File: src/rtl/tdm_router_pkg.sv
package tdm_router_pkg;

  // Next frame position, wrapping at the frame length.
  function automatic int unsigned wrap_inc(input int unsigned pos, input int unsigned frame_bits);
    return (pos + 1 >= frame_bits) ? 0 : pos + 1;
  endfunction

  // True when a destination code names destination index idx.
  function automatic bit code_hits(input int unsigned code, input int unsigned idx);
    return code == idx + 1;
  endfunction

  // Timeslot number of a bit position.
  function automatic int unsigned slot_of(input int unsigned pos);
    return pos >> 3;
  endfunction

endpackage

File: src/rtl/tdm_pos_counter.sv
module tdm_pos_counter
  import tdm_router_pkg::*;
#(
  parameter int FRAME_BITS = 256,
  parameter int POS_W = $clog2(FRAME_BITS)
) (
  input  logic             clk,
  input  logic             rst_n,
  input  logic             bit_stb,
  input  logic             fsync,
  output logic [POS_W-1:0] cur_pos
);
  localparam logic [POS_W-1:0] LAST = POS_W'(FRAME_BITS - 1);

  logic [POS_W-1:0] last_pos;

  assign cur_pos = fsync ? '0 : POS_W'(wrap_inc(32'(last_pos), FRAME_BITS));

  always_ff @(posedge clk) begin
    if (!rst_n) last_pos <= LAST;
    else if (bit_stb) last_pos <= cur_pos;
  end

  a_r2_sync_zero: assert property (@(posedge clk) disable iff (!rst_n)
    bit_stb && fsync |=> last_pos == '0);
  a_r2_wrap: assert property (@(posedge clk) disable iff (!rst_n)
    bit_stb && !fsync && last_pos == LAST |=> last_pos == '0);
  a_r11_hold_pos: assert property (@(posedge clk) disable iff (!rst_n)
    !bit_stb |=> $stable(last_pos));
endmodule

File: src/rtl/tdm_route_table.sv
module tdm_route_table
  import tdm_router_pkg::*;
#(
  parameter int FRAME_BITS = 256,
  parameter int CODE_W = 3,
  parameter int POS_W = $clog2(FRAME_BITS)
) (
  input  logic              clk,
  input  logic              rst_n,
  input  logic              cfg_we,
  input  logic              cfg_byte,
  input  logic [POS_W-1:0]  cfg_addr,
  input  logic [CODE_W-1:0] cfg_code,
  input  logic [POS_W-1:0]  rd_pos,
  output logic [CODE_W-1:0] rd_code
);
  logic [CODE_W-1:0] entry [FRAME_BITS];
  logic [FRAME_BITS-1:0] wr_hit;

  for (genvar e = 0; e < FRAME_BITS; e++) begin : g_entry
    localparam logic [POS_W-1:0] EPOS = POS_W'(e);
    localparam logic [POS_W-4:0] ESLOT = (POS_W-3)'(slot_of(e));

    assign wr_hit[e] = cfg_we &&
      (cfg_byte ? (cfg_addr[POS_W-1:3] == ESLOT) : (cfg_addr == EPOS));

    always_ff @(posedge clk) begin
      if (!rst_n) entry[e] <= '0;
      else if (wr_hit[e]) entry[e] <= cfg_code;
    end
  end

  assign rd_code = entry[rd_pos];

  a_r10_bit_write: assert property (@(posedge clk) disable iff (!rst_n)
    cfg_we && !cfg_byte |=> entry[$past(cfg_addr)] == $past(cfg_code));
  a_r9_slot_write: assert property (@(posedge clk) disable iff (!rst_n)
    cfg_we && cfg_byte |=> entry[{$past(cfg_addr[POS_W-1:3]), 3'b111}] == $past(cfg_code));
  a_r9_slot_size: assert property (@(posedge clk) disable iff (!rst_n)
    cfg_we && cfg_byte |-> $countones(wr_hit) == 8);
endmodule

File: src/rtl/tdm_rx_demux.sv
module tdm_rx_demux
  import tdm_router_pkg::*;
#(
  parameter int NUM_DEST = 6,
  parameter int CODE_W = 3
) (
  input  logic                clk,
  input  logic                rst_n,
  input  logic                bit_stb,
  input  logic [CODE_W-1:0]   code,
  input  logic                rx_data,
  output logic [NUM_DEST-1:0] rx_port_clk,
  output logic [NUM_DEST-1:0] rx_port_data
);
  logic [NUM_DEST-1:0] take;

  for (genvar p = 0; p < NUM_DEST; p++) begin : g_port
    assign take[p] = bit_stb && code_hits(32'(code), p);

    always_ff @(posedge clk) begin
      if (!rst_n) begin
        rx_port_clk[p]  <= 1'b0;
        rx_port_data[p] <= 1'b0;
      end else begin
        rx_port_clk[p] <= take[p];
        if (take[p]) rx_port_data[p] <= rx_data;
      end
    end

    a_r5_data_held: assert property (@(posedge clk) disable iff (!rst_n)
      !rx_port_clk[p] |-> $stable(rx_port_data[p]));
  end

  a_r3_single_dest: assert property (@(posedge clk) disable iff (!rst_n)
    $onehot0(rx_port_clk));
endmodule

File: src/rtl/tdm_tx_merge.sv
module tdm_tx_merge
  import tdm_router_pkg::*;
#(
  parameter int NUM_DEST = 6,
  parameter int CODE_W = 3
) (
  input  logic                clk,
  input  logic                rst_n,
  input  logic                bit_stb,
  input  logic [CODE_W-1:0]   code,
  input  logic [NUM_DEST-1:0] tx_port_data,
  output logic [NUM_DEST-1:0] tx_port_clk,
  output logic                tx_line,
  output logic                bit_done
);
  logic [NUM_DEST-1:0] owner;
  logic                merged;

  for (genvar p = 0; p < NUM_DEST; p++) begin : g_own
    assign owner[p] = code_hits(32'(code), p);
  end

  // Unowned or masked positions idle at one.
  assign merged = (owner == '0) ? 1'b1 : |(owner & tx_port_data);

  always_ff @(posedge clk) begin
    if (!rst_n) begin
      tx_port_clk <= '0;
      tx_line     <= 1'b1;
      bit_done    <= 1'b0;
    end else begin
      bit_done    <= bit_stb;
      tx_port_clk <= bit_stb ? owner : '0;
      if (bit_stb) tx_line <= merged;
    end
  end

  a_r8_idle_one: assert property (@(posedge clk) disable iff (!rst_n)
    bit_done && tx_port_clk == '0 |-> tx_line);
  a_r11_line_hold: assert property (@(posedge clk) disable iff (!rst_n)
    !bit_done |-> $stable(tx_line));
endmodule

File: src/rtl/tdm_bit_router.sv
module tdm_bit_router
  import tdm_router_pkg::*;
#(
  parameter int FRAME_BITS = 256,
  parameter int NUM_DEST = 6
) (
  input  logic                                  clk,
  input  logic                                  rst_n,
  input  logic                                  bit_stb,
  input  logic                                  fsync,
  input  logic                                  rx_data,
  output logic [NUM_DEST-1:0]                   rx_port_clk,
  output logic [NUM_DEST-1:0]                   rx_port_data,
  input  logic [NUM_DEST-1:0]                   tx_port_data,
  output logic [NUM_DEST-1:0]                   tx_port_clk,
  output logic                                  tx_line,
  input  logic                                  cfg_we,
  input  logic                                  cfg_byte,
  input  logic [$clog2(FRAME_BITS)-1:0]         cfg_addr,
  input  logic [$clog2(NUM_DEST+1)-1:0]         cfg_code
);
  localparam int POS_W  = $clog2(FRAME_BITS);
  localparam int CODE_W = $clog2(NUM_DEST + 1);

  // Named internal events for the checks below.
  logic [POS_W-1:0]  cur_pos;
  logic [CODE_W-1:0] cur_code;
  logic              cur_routed;
  logic              bit_done;

  tdm_pos_counter #(.FRAME_BITS(FRAME_BITS), .POS_W(POS_W)) u_pos (
    .clk(clk), .rst_n(rst_n), .bit_stb(bit_stb), .fsync(fsync), .cur_pos(cur_pos)
  );

  tdm_route_table #(.FRAME_BITS(FRAME_BITS), .CODE_W(CODE_W), .POS_W(POS_W)) u_table (
    .clk(clk), .rst_n(rst_n), .cfg_we(cfg_we), .cfg_byte(cfg_byte),
    .cfg_addr(cfg_addr), .cfg_code(cfg_code), .rd_pos(cur_pos), .rd_code(cur_code)
  );

  assign cur_routed = (cur_code != '0) && (32'(cur_code) <= NUM_DEST);

  tdm_rx_demux #(.NUM_DEST(NUM_DEST), .CODE_W(CODE_W)) u_rx (
    .clk(clk), .rst_n(rst_n), .bit_stb(bit_stb), .code(cur_code), .rx_data(rx_data),
    .rx_port_clk(rx_port_clk), .rx_port_data(rx_port_data)
  );

  tdm_tx_merge #(.NUM_DEST(NUM_DEST), .CODE_W(CODE_W)) u_tx (
    .clk(clk), .rst_n(rst_n), .bit_stb(bit_stb), .code(cur_code),
    .tx_port_data(tx_port_data), .tx_port_clk(tx_port_clk), .tx_line(tx_line),
    .bit_done(bit_done)
  );

  a_r4_masked_silent: assert property (@(posedge clk) disable iff (!rst_n)
    bit_stb && !cur_routed |=> rx_port_clk == '0 && tx_port_clk == '0);
  a_r3_routed_pulse: assert property (@(posedge clk) disable iff (!rst_n)
    bit_stb && cur_routed |=> $countones(rx_port_clk) == 1);
  a_r3_dirs_agree: assert property (@(posedge clk) disable iff (!rst_n)
    rx_port_clk == tx_port_clk);
  a_r11_no_stb_quiet: assert property (@(posedge clk) disable iff (!rst_n)
    !bit_stb |=> rx_port_clk == '0 && !bit_done);
endmodule

File: config.mk
export PLATFORM = sky130hd
export DESIGN_NAME = tdm_bit_router
export DESIGN_NICKNAME = d
export VERILOG_FILES = /design/src/rtl/tdm_router_pkg.sv /design/src/rtl/tdm_pos_counter.sv /design/src/rtl/tdm_route_table.sv /design/src/rtl/tdm_rx_demux.sv /design/src/rtl/tdm_tx_merge.sv /design/src/rtl/tdm_bit_router.sv
export SDC_FILE = /design/constraint.sdc
export NUM_CORES = 2
export LEC_CHECK = 0
export BUFFER_PORTS_ARGS = -buffer_cell sky130_fd_sc_hd__buf_2
export CORE_ASPECT_RATIO = 0.8
export CORE_MARGIN = 1
export CORE_UTILIZATION = 40
export CTS_BUF_LIST = sky130_fd_sc_hd__clkbuf_4
export DETAILED_ROUTE_END_ITERATION = 6
export GPL_TIMING_DRIVEN = 1
export PLACE_DENSITY = 0.56
export SLEW_MARGIN = 20
export SYNTH_ARGS = -nofsm -noshare
export SYNTH_HDL_FRONTEND = slang
export SYNTH_SLANG_ARGS = --single-unit
File: constraint.sdc
create_clock -name clk -period 5.25 [get_ports clk]
set_clock_uncertainty 0.2 [all_clocks]
set_input_delay 1.05 -clock clk [delete_from_list [all_inputs] [get_ports clk]]
set_output_delay 1.05 -clock clk [all_outputs]
set_load 0.02 [all_outputs]
# Word-level counts from Yosys, hierarchy flattened
# Memories as Yosys holds them, arrays and structs flattened.
# Cells that the tools add are included.
[word_totals]
ram_bits = 768
output_inout_bits = 19
romBits = 0
latch_bits = 0
input_bits = 24
word_cells = 2118
n_memories = 1
ff_bits = 27
[op_classes]
n_shift = 0
reduce_logical = 267
n_div = 0
n_lt_le_gt_ge = 1
mux = 1284
n_eq_ne = 292
bitwise_logic = 257
multipliers = 0
n_addsub = 1
[memory_table]
columns = ["name", "depth", "width", "read_ports", "rd_ports_with_merged_regs", "write_ports", "line_no", "source"]
rows = [
  ["u_table.entry", 256, 3, 1, 0, 256, "tdm_route_table.sv:17", "logic [CODE_W-1:0] entry [FRAME_BITS];"],
]
[ops]
columns = ["operator", "count"]
rows = [
  ["$mux 1", 1026],
  ["$eq 8x8->1 const B", 128],
  ["$mux 3", 256],
  ["$eq 8x7->1 const B", 64],
  ["$logic_and 1x1->1", 262],
  ["$eq 8x6->1 const B", 32],
  ["$or 1x1->1", 256],
  ["$eq 8x5->1 const B", 16],
  ["$eq 5x5->1 const B", 16],
  ["$eq 8x4->1 const B", 8],
  ["$eq 5x4->1 const B", 8],
  ["$eq 8x3->1 const B", 4],
  ["$eq 5x3->1 const B", 4],
  ["$eq 8x2->1 const B", 2],
  ["$mux 8", 2],
  ["$eq 5x2->1 const B", 2],
  ["$add 8x1->9 const B", 1],
  ["$eq 3x3->1 const B", 3],
  ["$ge 9x9->1 const B", 1],
  ["$eq 8x1->1 const B", 1],
  ["$logic_not 8->1", 1],
  ["$and 6x6->6", 1],
  ["$eq 3x2->1 const B", 2],
  ["$logic_not 6->1", 1],
  ["5 further kinds", 5],
]

# Longest topological paths before layout
# An unclocked memory read counts as a cell.
[depth]
word_depth = 9
mapped_depth = 18
mapped_depth_nobuf = 11

# Cells and area by module
# From an unflattened synthesis, not the netlist that was laid out.
[unflattened]
cells_unflattened = 3028
area_unflattened_um2 = 37766.2
[by_module_without_submodules]
columns = ["mod", "cells_per_inst", "area_per_inst_um2", "seq_area_each_um2", "n_inst"]
rows = [
  ["tdm_route_table", 2886, 36463.7, 23062.1, 1],
  ["tdm_pos_counter", 66, 524.3, 160.2, 1],
  ["tdm_rx_demux", 45, 460.4, 240.2, 1],
  ["tdm_tx_merge", 31, 317.8, 160.2, 1],
]

# Least setup slack after synthesis
# Ideal clock, no wire load.
[synth_timing]
kind = "in2reg"
startpoint = "in fsync"
endpoint = "reg u_rx.rx_port_data[0]"
n_path_buf = 5
arrival_time_ps = 3738
setup_slack_ps = 1180
setup_ps = 132
path_stages = 15
t_required_ps = 4918
path_cell_list = "buf_2 -> or2_2 -> clkbuf_1 -> a21oi_2 -> nor2_1 -> buf_2 -> buf_2 -> a21oi_1 -> o221ai_1 -> a21boi_0 -> a2111oi_4 -> or2_1 -> buf_2 -> o41ai_1 -> a21oi_1"
[synth_between]
elab_chain_cells = 4
[synth_rtl]
columns = ["item", "line_no", "source"]
rows = [
  ["start, declared", "tdm_bit_router.sv:10", "input logic fsync,"],
  ["$mux 8", "tdm_pos_counter.sv:17", "assign cur_pos = fsync ? '0 : POS_W'(wrap_inc(32'(last_pos), FRAME_BITS));"],
  ["$mem_v2 256x3", "n/a", ""],
  ["$eq 3x1->1", "tdm_router_pkg.sv:10", "return code == idx + 1;"],
  ["$logic_and 1x1->1", "tdm_rx_demux.sv:18", "assign take[p] = bit_stb && code_hits(32'(code), p);"],
  ["end signal, assigned by index", "tdm_rx_demux.sv:26", "if (take[p]) rx_port_data[p] <= rx_data;"],
  ["end, declared", "tdm_rx_demux.sv:13", "output logic [NUM_DEST-1:0] rx_port_data"],
]
# Every way passes these cells.
# A chain may end at the register's enable or synchronous reset.

# Final worst setup path
[layout_timing]
startpoint = "reg u_pos.last_pos[1]"
endpoint = "reg u_rx.rx_port_data[5]"
[layout_between]
elab_chain_cells = 7
[layout_rtl]
columns = ["item", "line_no", "source"]
rows = [
  ["start, declared", "tdm_pos_counter.sv:15", "logic [POS_W-1:0] last_pos;"],
  ["start signal, assigned", "tdm_pos_counter.sv:21", "else if (bit_stb) last_pos <= cur_pos;"],
  ["$add 8x1->9 (*)", "tdm_router_pkg.sv:5", "return (pos + 1 >= frame_bits) ? 0 : pos + 1;"],
  ["$ge 9x9->1", "tdm_router_pkg.sv:5", ""],
  ["$mux 8 (*)", "tdm_router_pkg.sv:5", ""],
  ["$mux 8 (*)", "tdm_pos_counter.sv:17", ""],
  ["$mem_v2 256x3 (*)", "n/a", ""],
  ["$eq 3x3->1 (*)", "tdm_router_pkg.sv:10", ""],
  ["$logic_and 1x1->1 (*)", "tdm_rx_demux.sv:18", ""],
]
# Mark *: on every way between the ends. The rest lies on a longest branch, timed or not.

==> results_dict.tcl <==
set metrics [dict create \
    outcome "finished clean" \
    area_growth_pct 11.9 \
    drtIter0Drc 5420 \
    finalInstanceArea_sq_um 44000 \
    fin_hold_ws_ns 0.0946 \
    worstPathRequired_ns 6.17 \
    drt_wl_total_um 156000 \
    rows 102 \
    hold_path.class "input port to register" \
    syn_area_per_cell_sq_um 10.7 \
    antenna_found_initial 6 \
    dieArea_sq_um 99600 \
    dp_cells 4917 \
    fmax_mhz 196 \
    min_period_ns 5.09 \
    final_core_util_pct 45.3 \
    endpoint_kind "register" \
    vdd_ir_drop_max_mv 0.233 \
    post_cts_resized 0 \
    nNetsFinal 3843 \
    die-width_um 353 \
    power.share.clock_pct 34.0 \
    async_reset_ff_share_pct 0 \
    hold_start "tx_port_data[0]" \
    grt_pass1_vias 31711 \
    setup-tns-final_ns 0 \
    timing.rr.start "u_pos.last_pos[1]$_SDFFE_PN1P_" \
    ctsHoldBuffers 2 \
    place_area_sq_um 41400 \
    hold_violations 0 \
    grt_first_pass_wirelength_um 221000 \
    yosys.area.top_type_share_pct 58.6 \
    netlist_area_sq_um 39300 \
    intPower_mw 11.1 \
    swShare_pct 31.4 \
    place_congestion 0.986 \
    p_sw_mw 5.09 \
    drtPass1Iterations 7 \
    dr_total_vias 33878 \
    power_frac_seq_pct 47.2 \
    crit_type "register to register" \
    fill_cells 9213 \
    p_per_area_nw_per_um2 368 \
    grt_max_degree 172 \
    r2r_end "u_rx.rx_port_data[5]$_SDFFE_PN0P_" \
    cts_sinks 795 \
    reg2reg_setup_slack_ns 0.16 \
    cts_buffers 197 \
    syn_nets 3706 \
    die_y_um 282 \
    synth_top_area_cell "edfxtp_1" \
    synth.distinct_cells 105 \
    setup-violations-final 0 \
    yosysWarnings 0 \
    postRouteAntennaNets 0 \
    syn_inst 3681 \
    grt_usage_pct 30.7 \
    fin_crit_sh_pct 97.0 \
    final_cells 5269 \
    cts_tree "built" \
    hold_end "u_tx.tx_line$_SDFFE_PN1P_" \
    grt_setup_unrepaired "no" \
    maxCapViolCount 0 \
    cts_setup_buffers 0 \
    cp.arrival_ns 6.01 \
    hpwl_um 100000 \
    drc 0 \
    overflow 0 \
    clk_path_buf_depth 3 \
    clk_pin_slew_ns 0.07 \
    p_leak_nw 15.7 \
    drive_gt1_share_pct 17.0 \
    yosysSeqAreaShare_pct 60.0 \
    yosys-top-cells-area "edfxtp_1 (59%), nor2_1 (8.6%), a21oi_1 (4.6%), o21ai_0 (4.6%), nand2_1 (1.8%)" \
    cp_max_fo 29 \
    initial_core_util_pct 40.5 \
    crit_path_start_kind "register" \
    final_max_slew_viol_count 0 \
    insertion_delay_ns 1.21 \
    htreeDepth 4 \
    yosys_most_used_dff "edfxtp_1" \
    wl_per_cell_um 29.6 \
    core_area_sq_um 97100 \
    vias_per_cell 6.43 \
    relSlewSlack_pct 15.4 \
    tightest_slew_ns 1.27 \
    r2r_cells 11 \
    synth_seq_cells 795 \
    p_comb_share_pct 18.8 \
    synth-edff-count 768 \
    clock-root-buffer "clkbuf_4" \
    port_buffers 42 \
    hold_depth 4 \
    ioPinCount 43 \
]
-- area by class of cell --
cell class | count | area, sq um | share of cell area, %
diodes | 5 | 12.5 | 0.0284
clock buffers | 288 | 2160 | 4.91
clock inverters | 57 | 397 | 0.901
inverters | 20 | 77.6 | 0.176
multi-input cells | 2586 | 14400 | 32.7
flip-flops and latches | 795 | 23600 | 53.6
well taps | 1300 | 1630 | 3.69
repair buffers | 218 | 1770 | 4.01
-- cells in the mapped netlist (43+ instances only) --
| cell type | instances |
|---|---|
| a21oi_1 | 365 |
| a221oi_1 | 43 |
| buf_2 | 62 |
| clkbuf_1 | 145 |
| edfxtp_1 | 768 |
| mux2_2 | 50 |
| mux2i_1 | 45 |
| nand2_1 | 184 |
| nor2_1 | 904 |
| o21ai_0 | 365 |
| o221ai_1 | 75 |
| o22ai_1 | 67 |
-- power groups by stage --
stage          clock network, mW  registers (mW)  logic, mW
2_1_floorplan                  0            7.70       1.71
3_3_place_gp                   0            7.77       2.91
3_5_place_dp                   0            7.77       2.92
4_1_cts                     5.54            7.64       2.93
5_1_grt                     5.84            7.68       3.14
6_report                    5.52            7.65       3.05
-- cell families (layout without fill, tap and decap cells) --
logic type,count (synthesis),count (layout),synth area share [%]
simple gates,1265,1265,13.2
flops,795,795,60.0
other cells,0,5,0
mux,98,98,2.71
xor+xnor,4,4,0.156
compound gates,1218,1218,20.0
buf+inv,300,583,3.95
fa+ha+maj,1,1,0.0318
-- per-stage QoR --
step	setup slack [ns]	total power, mW
after detailed placement	0.137	10.7
final	0.156	16.2
after global routing	0.285	16.7
after CTS	0.463	16.1
after global placement	0.158	10.7
after floorplan	1.18	9.40
-- worst max-delay path, stage by stage (launching register included) --
cell and delay [ns]:
dfxtp_1 0.38, ha_4 0.71, nor2b_1 0.23, a21boi_0 0.93, a221oi_1 0.27, a211oi_1 0.51, o22ai_1 0.31, o32a_1 0.29
a22oi_4 0.30, buf_4 0.25, or4b_1 0.47, a21oi_1 0.14
-- flip-flops by register name, indices dropped and copies added, names as in the netlist --
| signal | count |
|---|---|
| u_rx.rx_port_data | 6 |
| u_table.entry | 768 |
| u_pos.last_pos | 8 |
| u_rx.rx_port_clk | 6 |
| u_tx.tx_line | 1 |
| u_tx.tx_port_clk | 6 |
-- placed cells by master, fill, tap and decap left out, types with 39 or more instances in the layout --
master,synthesis,final
a21o_1,39,39
a21oi_1,365,365
a221oi_1,43,43
buf_2,62,40
buf_4,29,157
clkbuf_4,0,288
clkinv_1,2,45
edfxtp_1,768,768
mux2_2,50,50
mux2i_1,45,45
nand2_1,184,183
nor2_1,904,888
o21ai_0,365,365
o221ai_1,75,75
o22ai_1,67,67
-- metal layers --
| layer | share of wire [%] | up-vias | track usage, % |
|---|---|---|---|
| li1 | - | 14237 | - |
| met4 | 4.0 | 10 | 13.5 |
| met2 | 42 | 2724 | 44.2 |
| met1 | 39 | 16486 | 42.9 |
| met3 | 14 | 421 | 8.74 |
| met5 | 0.072 | - | 0.238 |
-- how the worst max path moves through the flow --
stage / startpoint / depth (start not counted) / end
floorplan: fsync / 15 / u_rx.rx_port_data[0]$_SDFFE_PN0P_
global placement: fsync / 11 / u_rx.rx_port_data[5]$_SDFFE_PN0P_
detailed placement: fsync / 13 / u_rx.rx_port_data[5]$_SDFFE_PN0P_
CTS: u_pos.last_pos[1]$_SDFFE_PN1P_ / 11 / u_rx.rx_port_data[5]$_SDFFE_PN0P_
global route: u_pos.last_pos[1]$_SDFFE_PN1P_ / 11 / u_rx.rx_port_data[5]$_SDFFE_PN0P_
finish: u_pos.last_pos[1]$_SDFFE_PN1P_ / 11 / u_rx.rx_port_data[5]$_SDFFE_PN0P_
(Power assumes the default switching activity.)
